### config.mk
export PLATFORM = sky130hd
export DESIGN_NAME = host_clk_gate
export DESIGN_NICKNAME = d
export VERILOG_FILES = /design/src/rtl/hcg_pkg.sv /design/src/rtl/hcg_pulse_hold.sv /design/src/rtl/hcg_init_timer.sv /design/src/rtl/host_clk_gate.sv
export SDC_FILE = /design/constraint.sdc
export NUM_CORES = 1
export LEC_CHECK = 0
export BUFFER_PORTS_ARGS = -buffer_cell sky130_fd_sc_hd__buf_2
export CORE_MARGIN = 5
export CORE_UTILIZATION = 47
export CTS_CLUSTER_SIZE = 14
export DETAILED_ROUTE_END_ITERATION = 16
export PLACE_DENSITY = 0.74
export SLEW_MARGIN = 30
export SYNTH_ARGS = -nofsm -noshare
export SYNTH_HDL_FRONTEND = slang
export SYNTH_SLANG_ARGS = --single-unit
### constraint.sdc
create_clock -name clk_i -period 1.89 [get_ports clk_i]
set_clock_uncertainty 0.2 [all_clocks]
set_input_delay 0.189 -clock clk_i [delete_from_list [all_inputs] [get_ports clk_i]]
set_output_delay 0.189 -clock clk_i [all_outputs]
set_load 0.1 [all_outputs]
### src/rtl/hcg_pkg.sv
package hcg_pkg;

    // Registered enable set, one bit per clock domain
    typedef struct packed {
        logic card;
        logic sys;
        logic bus;
    } gate_en_t;

    // Indices of the single-cycle events that get stretched
    localparam int PULSE_CMD  = 0;
    localparam int PULSE_DIV  = 1;
    localparam int PULSE_CONT = 2;
    localparam int NUM_PULSE  = 3;

endpackage

### src/rtl/hcg_pulse_hold.sv
module hcg_pulse_hold #(
    parameter int HOLD = 2
) (
    input  logic clk_i,
    input  logic rst_ni,
    input  logic ev_i,
    output logic active_o
);
    localparam int CW = (HOLD > 1) ? $clog2(HOLD) : 1;
    localparam logic [CW-1:0] RELOAD = CW'(HOLD - 1);

    logic [CW-1:0] cnt_d, cnt_q;

    always_comb begin
        cnt_d = cnt_q;
        if (ev_i) begin
            cnt_d = RELOAD;
        end else if (cnt_q != '0) begin
            cnt_d = cnt_q - 1'b1;
        end
    end

    always_ff @(posedge clk_i or negedge rst_ni) begin
        if (!rst_ni) begin
            cnt_q <= '0;
        end else begin
            cnt_q <= cnt_d;
        end
    end

    // Wake is live in the event cycle and while the stretch remains
    assign active_o = ev_i | (cnt_q != '0);

    // the cycle after an event still requests the clock
    p_hold_after_event_r5: assert property (@(posedge clk_i) disable iff (!rst_ni)
        (ev_i && HOLD > 1) |=> active_o);

endmodule

### src/rtl/hcg_init_timer.sv
module hcg_init_timer #(
    parameter int INIT_CYCLES = 80
) (
    input  logic clk_i,
    input  logic rst_ni,
    input  logic start_i,
    input  logic dec_en_i,
    output logic busy_o
);
    localparam int CW = $clog2(INIT_CYCLES + 1);
    localparam logic [CW-1:0] LOAD = CW'(INIT_CYCLES);

    logic [CW-1:0] cnt_d, cnt_q;

    always_comb begin
        cnt_d = cnt_q;
        if (cnt_q == '0) begin
            if (start_i) begin
                cnt_d = LOAD;
            end
        end else if (dec_en_i) begin
            cnt_d = cnt_q - 1'b1;
        end
    end

    always_ff @(posedge clk_i or negedge rst_ni) begin
        if (!rst_ni) begin
            cnt_q <= '0;
        end else begin
            cnt_q <= cnt_d;
        end
    end

    assign busy_o = (cnt_q != '0);

    // the phase count never exceeds its programmed length
    p_count_bounded_r9: assert property (@(posedge clk_i) disable iff (!rst_ni)
        cnt_q <= LOAD);

    // a start during a running phase does not reload the counter
    p_no_restart_r10: assert property (@(posedge clk_i) disable iff (!rst_ni)
        (cnt_q != '0 && start_i && dec_en_i) |=> cnt_q == CW'($past(cnt_q) - 1'b1));

    // an idle start always loads the full length
    p_load_on_start_r9: assert property (@(posedge clk_i) disable iff (!rst_ni)
        (cnt_q == '0 && start_i) |=> cnt_q == LOAD);

endmodule

### src/rtl/host_clk_gate.sv
module host_clk_gate #(
    parameter int INIT_CYCLES = 80,
    parameter int PULSE_HOLD  = 2
) (
    input  logic clk_i,
    input  logic rst_ni,
    input  logic ovr_card_i,
    input  logic ovr_sys_i,
    input  logic ovr_bus_i,
    input  logic ovr_periph_i,
    input  logic ev_cmd_send_i,
    input  logic ev_div_upd_i,
    input  logic ev_cont_req_i,
    input  logic rst_cmd_i,
    input  logic rst_dat_i,
    input  logic rst_all_i,
    input  logic card_ins_i,
    input  logic card_rem_i,
    input  logic card_irq_i,
    input  logic init_start_i,
    input  logic xfer_active_i,
    output logic en_card_o,
    output logic en_sys_o,
    output logic en_bus_o
);
    import hcg_pkg::*;

    gate_en_t gate_d, gate_q;

    logic [NUM_PULSE-1:0] pulse_ev;
    logic [NUM_PULSE-1:0] pulse_act;
    logic                 init_busy;
    logic                 card_evt;
    logic                 bus_force;

    always_comb begin
        pulse_ev             = '0;
        pulse_ev[PULSE_CMD]  = ev_cmd_send_i;
        pulse_ev[PULSE_DIV]  = ev_div_upd_i;
        pulse_ev[PULSE_CONT] = ev_cont_req_i;
    end

    // One stretcher per single-cycle event
    for (genvar i = 0; i < NUM_PULSE; i++) begin : g_hold
        hcg_pulse_hold #(
            .HOLD (PULSE_HOLD)
        ) u_hold (
            .clk_i    (clk_i),
            .rst_ni   (rst_ni),
            .ev_i     (pulse_ev[i]),
            .active_o (pulse_act[i])
        );
    end

    // Phase counter only advances on cycles the card clock actually runs
    hcg_init_timer #(
        .INIT_CYCLES (INIT_CYCLES)
    ) u_init (
        .clk_i    (clk_i),
        .rst_ni   (rst_ni),
        .start_i  (init_start_i),
        .dec_en_i (gate_q.card),
        .busy_o   (init_busy)
    );

    always_comb begin
        card_evt  = card_ins_i | card_rem_i | card_irq_i;
        // Peripheral override keeps the bus clock up regardless of its own bit
        bus_force = ovr_bus_i | ovr_periph_i;

        gate_d.card = ovr_card_i
                    | init_busy | init_start_i
                    | rst_cmd_i | rst_dat_i | rst_all_i
                    | pulse_act[PULSE_CMD]
                    | pulse_act[PULSE_DIV]
                    | pulse_act[PULSE_CONT]
                    | card_evt;

        gate_d.sys  = ovr_sys_i | xfer_active_i;

        // Chain: bus follows the card domain's next state
        gate_d.bus  = bus_force
                    | pulse_act[PULSE_CONT]
                    | card_evt
                    | gate_d.card;
    end

    always_ff @(posedge clk_i or negedge rst_ni) begin
        if (!rst_ni) begin
            gate_q <= '1;
        end else begin
            gate_q <= gate_d;
        end
    end

    assign en_card_o = gate_q.card;
    assign en_sys_o  = gate_q.sys;
    assign en_bus_o  = gate_q.bus;

    // bus clock never gated while the card clock runs
    p_bus_under_card_r7: assert property (@(posedge clk_i) disable iff (!rst_ni)
        en_card_o |-> en_bus_o);

    // peripheral override alone holds the bus clock
    p_periph_holds_bus_r8: assert property (@(posedge clk_i) disable iff (!rst_ni)
        ovr_periph_i |=> en_bus_o);

    // card override forces the card clock
    p_card_override_r2: assert property (@(posedge clk_i) disable iff (!rst_ni)
        ovr_card_i |=> en_card_o);

    // system clock closes with no transfer and no override
    p_sys_idle_off_r3: assert property (@(posedge clk_i) disable iff (!rst_ni)
        (!ovr_sys_i && !xfer_active_i) |=> !en_sys_o);

    // running phase keeps the card clock up
    p_init_keeps_card_r9: assert property (@(posedge clk_i) disable iff (!rst_ni)
        init_busy |=> en_card_o);

endmodule

# Yosys cells after proc, flatten, opt, wreduce, memory -nomap -nowiden
# Index checks and enable logic that the tools add are counted.
[totals]
register_bits = 13
inputBits = 17
output_inout_bits = 3
wordCells = 44
[classes]
addsub = 4
eq_ne = 1
mux = 9
bitwise = 19
reduce_logical = 4
[ops]
columns = ["op", "count"]
rows = [
  ["$mux W7", 3],
  ["$or A1 B1 Y1", 19],
  ["$logic_not A7 Y1", 1],
  ["$reduce_bool A7 Y1", 1],
  ["$sub A7 B1 Y7 const B", 1],
  ["$mux W1", 6],
  ["$sub A1 B1 Y1 const B", 3],
  ["$ne A2 B2 Y1 const B", 1],
  ["$reduce_and A2 Y1", 1],
  ["$reduce_bool A2 Y1", 1],
]

# Longest topological paths before layout
# Gate-level depths: netlist of run 1.
[depth]
depth_word = 11
ltp_mapped = 5
ltp_nobuf = 5

# By module
# A second synthesis of run 1 with hierarchy kept.
[unflattened]
hier_cells = 59
area_unflattened_um2 = 635.6
[by_module_without_submodules]
columns = ["module", "n_inst", "cells_per_inst", "area_each_um2", "seq_area_each_um2"]
rows = [
  ["hcg_init_timer", 1, 43, 422.9, 175.2],
  ["host_clk_gate", 1, 10, 118.9, 78.8],
  ["hcg_pulse_hold", 3, 2, 31.3, 25.0],
]

# Worst setup path before layout of run 1
# No wires, ideal clock.
[synth_path]
path_kind = "reg2reg"
from = "register gate_q (netlist bit en_card_o)"
to = "register u_init.cnt_q[5]"
setup_time_ns = 0.119
t_arrival_ns = 1.423
required_ns = 1.571
setup_slack_ns = 0.149
stages_incl_launch_ff = 4
path_buffers = 0
synth_period_minus_slack_ns = 1.741
path_cell_list = "dfstp_2 > nor3b_1 > nand2_1 > a21bo_1"
[synth_via]
elab_chain_len = 2
[synth_rtl]
columns = ["element", "line", "rtl"]
rows = [
  ["start: declaration", "host_clk_gate.sv:28", "gate_en_t gate_d, gate_q;"],
  ["start signal: assignment", "host_clk_gate.sv:92", "gate_q <= gate_d;"],
  ["$reduce_bool A2 Y1 (no source line)", "-", ""],
  ["$reduce_and A2 Y1 (no source line)", "-", ""],
  ["end signal: assignment", "hcg_init_timer.sv:30", "cnt_q <= cnt_d;"],
  ["end: declaration", "hcg_init_timer.sv:13", "logic [CW-1:0] cnt_d, cnt_q;"],
]
# Every way passes these cells.
# A chain may end at the register's enable or synchronous reset.

# Final worst setup path of run 1
[layout_path]
from = "register u_init.cnt_q[3]"
to = "register u_init.cnt_q[0]"
[layout_via]
elab_chain_len = 3
elab_cells_between_ends = 5
cone_classes = "1 x eq/ne; 1 x mux; 3 x reduce/logical"
[layout_rtl]
columns = ["element", "line", "rtl"]
rows = [
  ["$logic_not A7 Y1 (*)", "hcg_init_timer.sv:17", "if (cnt_q == '0) begin"],
  ["$ne A2 B2 Y1 (no source line) / $reduce_bool A2 Y1 (equally long branches)", "-", ""],
  ["$reduce_and A2 Y1 (no source line)", "-", ""],
]
# Mark *: on every way between the ends. The rest lies on a longest branch, timed or not.

==> results of run 1 <==
## timing repair
action                                  CTS  global route
endpoints found under the hold margin    19             0
endpoints found under the setup margin    0             0
hold buffers                             12             0
## worst register-to-register path: stages (launching register included)
cell and delay [ns]:
dfrtp_1 0.43, or4_4 0.60, o21ai_4 0.20, mux2i_1 0.21
## path summary, 6_finish.rpt
| kind | to | slack (ns) |
|---|---|---|
| setup / recovery | u_init.cnt_q[0] | 0.17 |
| hold / removal | en_card_o | 0.01 |
| setup reg to reg | u_init.cnt_q[0] | 0.17 |
| hold reg to reg | u_init.cnt_q[6] | 0.30 |
| max in group asynchronous | en_sys_o | 1.09 |
| min in group asynchronous | u_init.cnt_q[3] | 0.12 |
## layer usage
layer  GRT usage, %  up-vias  wire length, µm
li1               -      273                -
met1           19.4      242              655
met2           28.5       16              763
met3           5.75        2               95
met4           6.63        0                8
met5              0        -                0
## registers in the layout, summed over array words and instances (netlist names)
register             count
en_bus_o                 1
en_card_o                1
g_hold.u_hold.cnt_q      3
en_sys_o                 1
u_init.cnt_q             7
## cell type report
class | count | area share, %
tap | 15 | 2.10
clock buffer | 4 | 2.94
inverter | 2 | 0.839
sequential | 13 | 36.8
timing repair buffer | 31 | 24.1
multi-input combinational | 40 | 33.3
## where the power goes
part,total [W],internal [W],switching (W)
Combinational,0.0000561,0.0000306,0.0000255
Clock,0.000172,0.0000818,0.0000901
Sequential,0.000285,0.000283,0.00000131
Total,0.000513,0.000396,0.000117
## cell families after synthesis
| family | Yosys count | share of synthesized area, % |
|---|---|---|
| flops | 13 | 51.0 |
| simple gates | 24 | 24.4 |
| fa+ha+maj | 2 | 3.88 |
| mux | 4 | 6.20 |
| compound gates | 9 | 10.3 |
| buf+inv | 3 | 2.91 |
| xor+xnor | 1 | 1.36 |
## per-stage QoR
stage               utilization [%]  setup slack [ns]  instance area [µm²]
floorplan                         -             0.149                  646
global placement               57.5             0.198                  748
detailed placement             57.5             0.189                  748
CTS                            68.8             0.171                  895
global route                   68.8            0.0785                  895
finish                         68.8             0.172                  895
## synth_stat cells, drive strengths merged
| library cell | instances |
|---|---|
| nor3 | 2 |
| nor2 | 4 |
| and4bb | 1 |
| o21a | 1 |
| inv | 2 |
| a21bo | 1 |
| xnor2 | 1 |
| nor4b | 1 |
| ha | 2 |
| nand4b | 1 |
| nand4 | 1 |
| o31ai | 1 |
| nand3b | 1 |
| nand2 | 4 |
| or2b | 1 |
| dfstp | 3 |
| mux2i | 4 |
| nor3b | 1 |
| or4 | 4 |
| o21ai | 6 |
| buf | 1 |
| or2 | 2 |
| nand3 | 1 |
| dfrtp | 10 |
==> results.yml, run 1 <==
setup_path:
  crit_path_end_kind: "flip-flop"
  critPathKind: "reg -> reg"
  cp_top_family: "simple AND/OR/NAND/NOR gates"
  r2r_cells: 3
  crit_path_start_kind: "flip-flop"
  reg2reg_from: "u_init.cnt_q[3]"
  cp.arrival_ns: 1.71
  cp_slowest_cell: "or4_4"
  cp_cell_sequence: "or4_4 > o21ai_4 > mux2i_1"
  critPathMaxFanout: 7
  worstPathRequired_ns: 1.89
  critPathMaxStageDelay_ns: 0.60
  critPathBufInv: 0
  crit_start: "u_init.cnt_q[3]"
  path_depth: 3
clocking:
  clkSlewWorstSetupHoldPaths_ns: 0.08
  cts_max_level: 1
  cts_num_sinks: 13
  cts_resized: 0
  clkLatencyLatePin_ns: 0.27
  root_buffer: "clkbuf_4"
  cts-buffers-inserted: 3
  cts_buffer_depth: 2
  cts_setup_buffers: 0
  cts_tree: "done"
global_route:
  grt_pass1_wl_mm: 2.46
  grt_antenna_before_repair: 0
  grt_usage_pct: 16.8
  grt_overflow: 0
  grt_start_max_net_pins: 14
  grt_pass1_vias: 529
drt:
  drtPass1Iterations: 4
  post-route-drc-count: 0
  routedWlPerCell_um: 14.5
  vias: 533
  antenna_left: 0
  via_per_inst: 5.08
  drtIter0Drc: 5
  wl_mm: 1.52
power_and_ir_drop:
  p_per_area_nw_per_um2: 573
  p_total_w: 0.000513
  irDropWorstVdd_v: 0.000469
  p_leak_nw: 0.370
finish:
  drive_above_1_share_pct: 34.4
  layout_commonest_cell: "buf_2"
  layout_common_cells: "buf_2, dlygate4sd3_1, dfrtp_1"
  nFillCells: 100
  final_nets: 110
  final_cells: 105
  multi_input_area_um2: 298
  synthToLayoutAreaGrowth_pct: 38.6
  diodes: 0
  seq_area_um2: 329
run_status:
  outcome: "completed"
timing:
  grt_setup_unrepaired: "no"
  final.setup.tns_ns: 0
  worstMarginPinSlew_ns: 0.497
  min_period_ns: 1.72
  setup_viol: 0
  slew_headroom_pct: 67.1
  period_share_pct: 90.9
  hold_viol_final: 0
  holdWs_ns: 0.0140
  max_freq_mhz: 582
  slew_viol_final: 0
floorplanning:
  fp.dieH_um: 47.1
  ios: 20
  fp.dieArea_um2: 2210
  die_w_um: 47.1
  placementRows: 13
  initial_core_util_pct: 49.6
  core_um2: 1300
placement:
  hpwl_um: 967
  numPortBuffers: 19
  dp.cells: 89
  gp_congestion: 0.780
logic_synthesis:
  synth_top_cells_by_area: "dfrtp_1, dfstp_2, mux2i_1, ha_1, or4_1"
  syn_area_per_cell_um2: 11.5
  synth_warnings: 0
  synth_top_area_share_pct: 38.8
  synth_seq_cells: 13
  syn_area_um2: 646
  synth_seq_area_share_pct: 51.0
  synth_cell_type_count: 28
  synthCells: 56
  syn-num-nets: 75
  synth_top_cell_by_area: "dfrtp_1"
min_path:
  hp-start: "ovr_card_i"
  hold_depth: 4
  min_path_type: "in -> reg"
flow_run:
  cap_violations: 0
No activity file was read; power rests on OpenSTA's default activity.
==> inputs of run 2 (changes only) <==
--- a/config.mk
+++ b/config.mk
@@ -10,7 +10,7 @@
 export CORE_UTILIZATION = 47
 export CTS_CLUSTER_SIZE = 14
 export DETAILED_ROUTE_END_ITERATION = 16
-export PLACE_DENSITY = 0.74
+export PLACE_DENSITY = 0.77
 export SLEW_MARGIN = 30
 export SYNTH_ARGS = -nofsm -noshare
 export SYNTH_HDL_FRONTEND = slang
==> run 2 against run 1 <==
Effect of this change: cell area up 1.1%; clock-buffer cell count unchanged; non-clock buffer count up 1; hold slack better by 0.011 ns; cell count up 0.95%; die area unchanged; global-route usage up 1.4 points; critical path depth unchanged; highest routed layer unchanged.
==> results.yml, run 2 (synthesis results as in run 1) <==
global_route:
  grt_antenna_before_repair: 0
  grt_busiest_layer: "met2"
  grtUsageMet1_pct: 18.8
  grtUsageMet2_pct: 32.5
  grt_pass1_vias: 640
  grt_pass1_wl_mm: 2.75
  grt_start_max_net_pins: 14
  grt_overflow: 0
  use_met3_pct: 3.83
  grt_usage_pct: 18.2
floorplanning:
  core_um2: 1300
  fp.dieArea_um2: 2210
  die_w_um: 47.1
  fp.dieH_um: 47.1
  initial_core_util_pct: 49.6
  placementRows: 13
  ios: 20
timing:
  worstMarginPinSlew_ns: 0.493
  setup_viol: 0
  final.setup.tns_ns: 0
  max_freq_mhz: 577
  min_period_ns: 1.73
  grt_setup_unrepaired: "no"
  period_share_pct: 91.6
  holdWs_ns: 0.0248
  hold_viol_final: 0
  slew_viol_final: 0
  slew_headroom_pct: 67.4
setup_path:
  cp_cell_sequence: "or4_4 > o21ai_4 > mux2i_1"
  r2r_slack_ns: 0.16
  cp_slowest_cell: "or4_4"
  critPathKind: "reg -> reg"
  crit_path_end_kind: "flip-flop"
  critPathBufInv: 0
  cp.arrival_ns: 1.73
  worstPathRequired_ns: 1.89
  critPathMaxFanout: 7
  cp_top_family: "simple AND/OR/NAND/NOR gates"
  crit_path_start_kind: "flip-flop"
  critPathMaxStageDelay_ns: 0.61
clocking:
  cts_num_sinks: 13
  cts_buffer_depth: 2
  cts_setup_buffers: 0
  clkLatencyLatePin_ns: 0.28
  cts_tree: "done"
  root_buffer: "clkbuf_4"
  cts_max_level: 1
  cts-buffers-inserted: 3
  clkSlewWorstSetupHoldPaths_ns: 0.08
placement:
  gp_congestion: 0.739
  numPortBuffers: 19
  hpwl_um: 972
  place_area_um2: 748
power_and_ir_drop:
  power_switching_w: 0.000122
  irDropWorstVdd_v: 0.000406
  p_leak_nw: 0.374
  seq_power_share_pct: 54.8
  p_int_w: 0.000397
  clkPwrFrac_pct: 34.2
  combinationalPowerShare_pct: 11.1
  p_per_area_nw_per_um2: 574
  p_total_w: 0.000519
  switching_share_pct: 23.5
drt:
  drtIter0Drc: 3
  wl_mm: 1.58
  vias: 596
  antenna_left: 0
  post-route-drc-count: 0
  routedWlPerCell_um: 14.9
  via_per_inst: 5.62
  drtPass1Iterations: 4
finish:
  drive_above_1_share_pct: 34.1
  synthToLayoutAreaGrowth_pct: 40.1
  largest_register_ff_count: 7
  nFillCells: 96
  multi_input_area_um2: 298
  layout_common_cells: "buf_2, dlygate4sd3_1, dfrtp_1"
  final_nets: 111
  layout_commonest_cell: "buf_2"
  diodes: 0
  finalCoreUtilization_pct: 69.5
  largest_register: "u_init.cnt_q"
  top_regs: "u_init.cnt_q: 7 flops, g_hold.u_hold.cnt_q: 3 flops"
  final_area_um2: 905
  seq_area_um2: 329
run_status:
  outcome: "completed"
flow_run:
  cap_violations: 0
min_path:
  min_path_type: "in -> reg"
-- run 2: cell count changes in the layout (fill, tap and decap cells not counted) --
cell           delta
dlygate4sd3_1     +1
-- run 2: final timing paths --
kind	end	startpoint	depth (start not counted)
worst min register to register	u_init.cnt_q[5]	u_init.cnt_q[5]	1
worst max register to register	u_init.cnt_q[0]	u_init.cnt_q[3]	3
worst max-delay path	u_init.cnt_q[0]	u_init.cnt_q[3]	3
max in group asynchronous	en_sys_o	rst_ni	2
worst min-delay path	en_card_o	card_rem_i	4
min in group asynchronous	u_init.cnt_q[3]	rst_ni	2
-- run 2: power by group through the flow --
stage,clock network (W),logic (W),registers (W)
6_report,0.000177,0.0000574,0.000285
5_1_grt,0.000191,0.0000625,0.000285
4_1_cts,0.000183,0.0000548,0.000284
3_5_place_dp,0,0.0000349,0.000290
3_3_place_gp,0,0.0000345,0.000290
2_1_floorplan,0,0.00000329,0.000298
-- run 2: stage by stage --
stage | std cells | setup slack, ns
2_1_floorplan | 56 | 0.149
3_3_place_gp | 89 | 0.189
3_5_place_dp | 89 | 0.181
4_1_cts | 106 | 0.160
5_1_grt | 106 | 0.0706
6_report | 106 | 0.158
-- run 2: repair_timing --
item                      in CTS  in global routing
hold endpoints to repair      19                  0
resized for setup              0                  0
hold buffers                  13                  0
-- run 2: final cells by class --
type	count	area share, %
clock buffers	4	2.90
inverters	2	0.830
multi-input cells	40	32.9
flip-flops and latches	13	36.4
well taps	15	2.07
repair buffers	32	24.9
-- run 2: metal layers --
layer	wire, µm	up-vias	share of wire [%]
met4	67	0	4.2
met1	624	286	39
met3	115	9	7.3
met5	0	-	0
li1	-	271	-
met2	772	30	49
-- run 2: tightest hold or removal path, delay by kind of cell --
kind / cells / cell delay [ns]
AND/OR/NAND/NOR: 3 / 0.21
buffers and inverters: 1 / 0.08
==> inputs of run 3 (changes only) <==
--- a/config.mk
+++ b/config.mk
@@ -10,7 +10,8 @@
 export CORE_UTILIZATION = 47
 export CTS_CLUSTER_SIZE = 14
 export DETAILED_ROUTE_END_ITERATION = 16
-export PLACE_DENSITY = 0.77
+export MAX_ROUTING_LAYER = met4
+export PLACE_DENSITY = 0.8
 export SLEW_MARGIN = 30
 export SYNTH_ARGS = -nofsm -noshare
 export SYNTH_HDL_FRONTEND = slang
==> run 3 against run 2 <==
Effect of this change: power is 3.0% lower; core utilization is 1.5 points lower; sequential cell count stayed put; sequential power hardly changed; highest routed layer is now met3; critical path depth is 2 higher; worst setup slack better by 0.015 ns; global-route usage is 2.5 points lower; die area stayed put; non-clock buffer count is 2 lower; largest cell class unchanged; cell count is 1.9% lower; hold slack worse by 0.012 ns.
==> results.yml, run 3 (synthesis results as in run 1) <==
timing:
  final.setup.tns_ns: 0
  setup_viol: 0
  period_share_pct: 90.8
  slew_viol_final: 0
  grt_setup_unrepaired: "no"
  hold_viol_final: 0
  slew_headroom_pct: 67.8
  max_freq_mhz: 583
  min_period_ns: 1.72
  worstMarginPinSlew_ns: 0.487
  finalWorstSetupSlack_ns: 0.174
power_and_ir_drop:
  irDropWorstVdd_v: 0.000510
  p_leak_nw: 0.365
  p_per_area_nw_per_um2: 569
  p_total_w: 0.000504
setup_path:
  crit_path_start_kind: "flip-flop"
  reg2reg_from: "u_init.cnt_q[0]"
  cp.arrival_ns: 1.71
  r2r_slack_ns: 0.17
  critPathCapture: "u_init.cnt_q[0]"
  crit_path_end_kind: "flip-flop"
  r2r_end: "u_init.cnt_q[0]"
  critPathMaxFanout: 5
  crit_start: "u_init.cnt_q[0]"
  r2r_cells: 5
  worstPathRequired_ns: 1.88
  critPathKind: "reg -> reg"
clocking:
  clkLatencyLatePin_ns: 0.27
  cts_setup_buffers: 0
  cts_resized: 0
  cts_buffer_depth: 2
  cts_tree: "done"
  cts-buffers-inserted: 3
  hold_buffers: 11
  cts_num_sinks: 13
  cts_max_level: 1
  clkSlewWorstSetupHoldPaths_ns: 0.08
  root_buffer: "clkbuf_4"
finish:
  layout_common_cells: "buf_2, dlygate4sd3_1, dfrtp_1"
  top_regs: "u_init.cnt_q: 7 flops, g_hold.u_hold.cnt_q: 3 flops"
  diodes: 0
  synthToLayoutAreaGrowth_pct: 37.0
  largest_register_ff_count: 7
  final_nets: 109
  layout_commonest_cell: "buf_2"
  largest_register: "u_init.cnt_q"
  drive_above_1_share_pct: 34.8
  finalCoreUtilization_pct: 68.0
global_route:
  grtUsageMet2_pct: 24.9
  grt_pass1_wl_mm: 2.36
  grt_busiest_layer: "met2"
  grt_start_max_net_pins: 14
  grt_usage_pct: 15.7
  grt_overflow: 0
  use_met3_pct: 3.07
  grtUsageMet1_pct: 20.7
  grt_antenna_before_repair: 0
  grt_pass1_vias: 531
floorplanning:
  fp.dieArea_um2: 2210
  core_um2: 1300
  placementRows: 13
  fp.dieH_um: 47.1
  ios: 20
  initial_core_util_pct: 49.6
  die_w_um: 47.1
placement:
  hpwl_um: 955
  numPortBuffers: 19
  dpl_worst_slack_ns: 0.192
  gp_congestion: 0.693
flow_run:
  cap_violations: 0
drt:
  wl_mm: 1.39
  routedWlPerCell_um: 13.4
  via_per_inst: 5.25
  vias: 546
  drtPass1Iterations: 3
  drtIter0Drc: 10
  post-route-drc-count: 0
  antenna_left: 0
min_path:
  min_path_type: "in -> reg"
run_status:
  outcome: "completed"
## run 3: final cells by class
class / instances / area (µm²)
inverters: 2 / 7.51
flip-flops and latches: 13 / 329
well taps: 15 / 18.8
repair buffers: 30 / 205
clock buffers: 4 / 26.3
fillers: 97 / 417
multi-input cells: 40 / 298
## run 3: worst min-delay path by stage
stage,from,endpoint,slack [ns],cells past startpoint
global placement,rst_ni,u_init.cnt_q[0],-0.11,1
floorplan,rst_ni,g_hold[0].u_hold.cnt_q,-0.31,0
finish,card_ins_i,en_card_o,0.01,4
global route,card_ins_i,en_card_o,0.01,4
detailed placement,rst_ni,u_init.cnt_q[0],-0.11,1
CTS,card_ins_i,en_card_o,0.002,4
## run 3: worst max-delay path, cell delays in order (launching register included)
cell and delay (ns):
dfrtp_1 0.42, inv_1 0.09, ha_1 0.20, or2b_1 0.34, o21ai_4 0.18, mux2i_1 0.21
## run 3: metal layers
layer | vias to the layer above | part of all wire (%) | routed length [µm]
met1 | 255 | 45 | 626
met2 | 20 | 48 | 665
met3 | 0 | 7.1 | 99
li1 | 271 | - | -
met4 | 0 | 0 | 0
met5 | - | 0 | 0
## run 3: power by group
group	total, W	internal [W]	switching [W]	leakage, nW
sequential	0.000285	0.000283	0.00000135	0.155
clock	0.000166	0.0000816	0.0000843	0.0150
combinational	0.0000531	0.0000292	0.0000239	0.195
## run 3: stage by stage
step	hold slack (ns)	area [µm²]	instances
2_1_floorplan	-0.307	646	56
3_3_place_gp	-0.113	748	89
3_5_place_dp	-0.112	748	89
4_1_cts	0.00208	885	104
5_1_grt	0.0131	885	104
6_report	0.0127	885	104
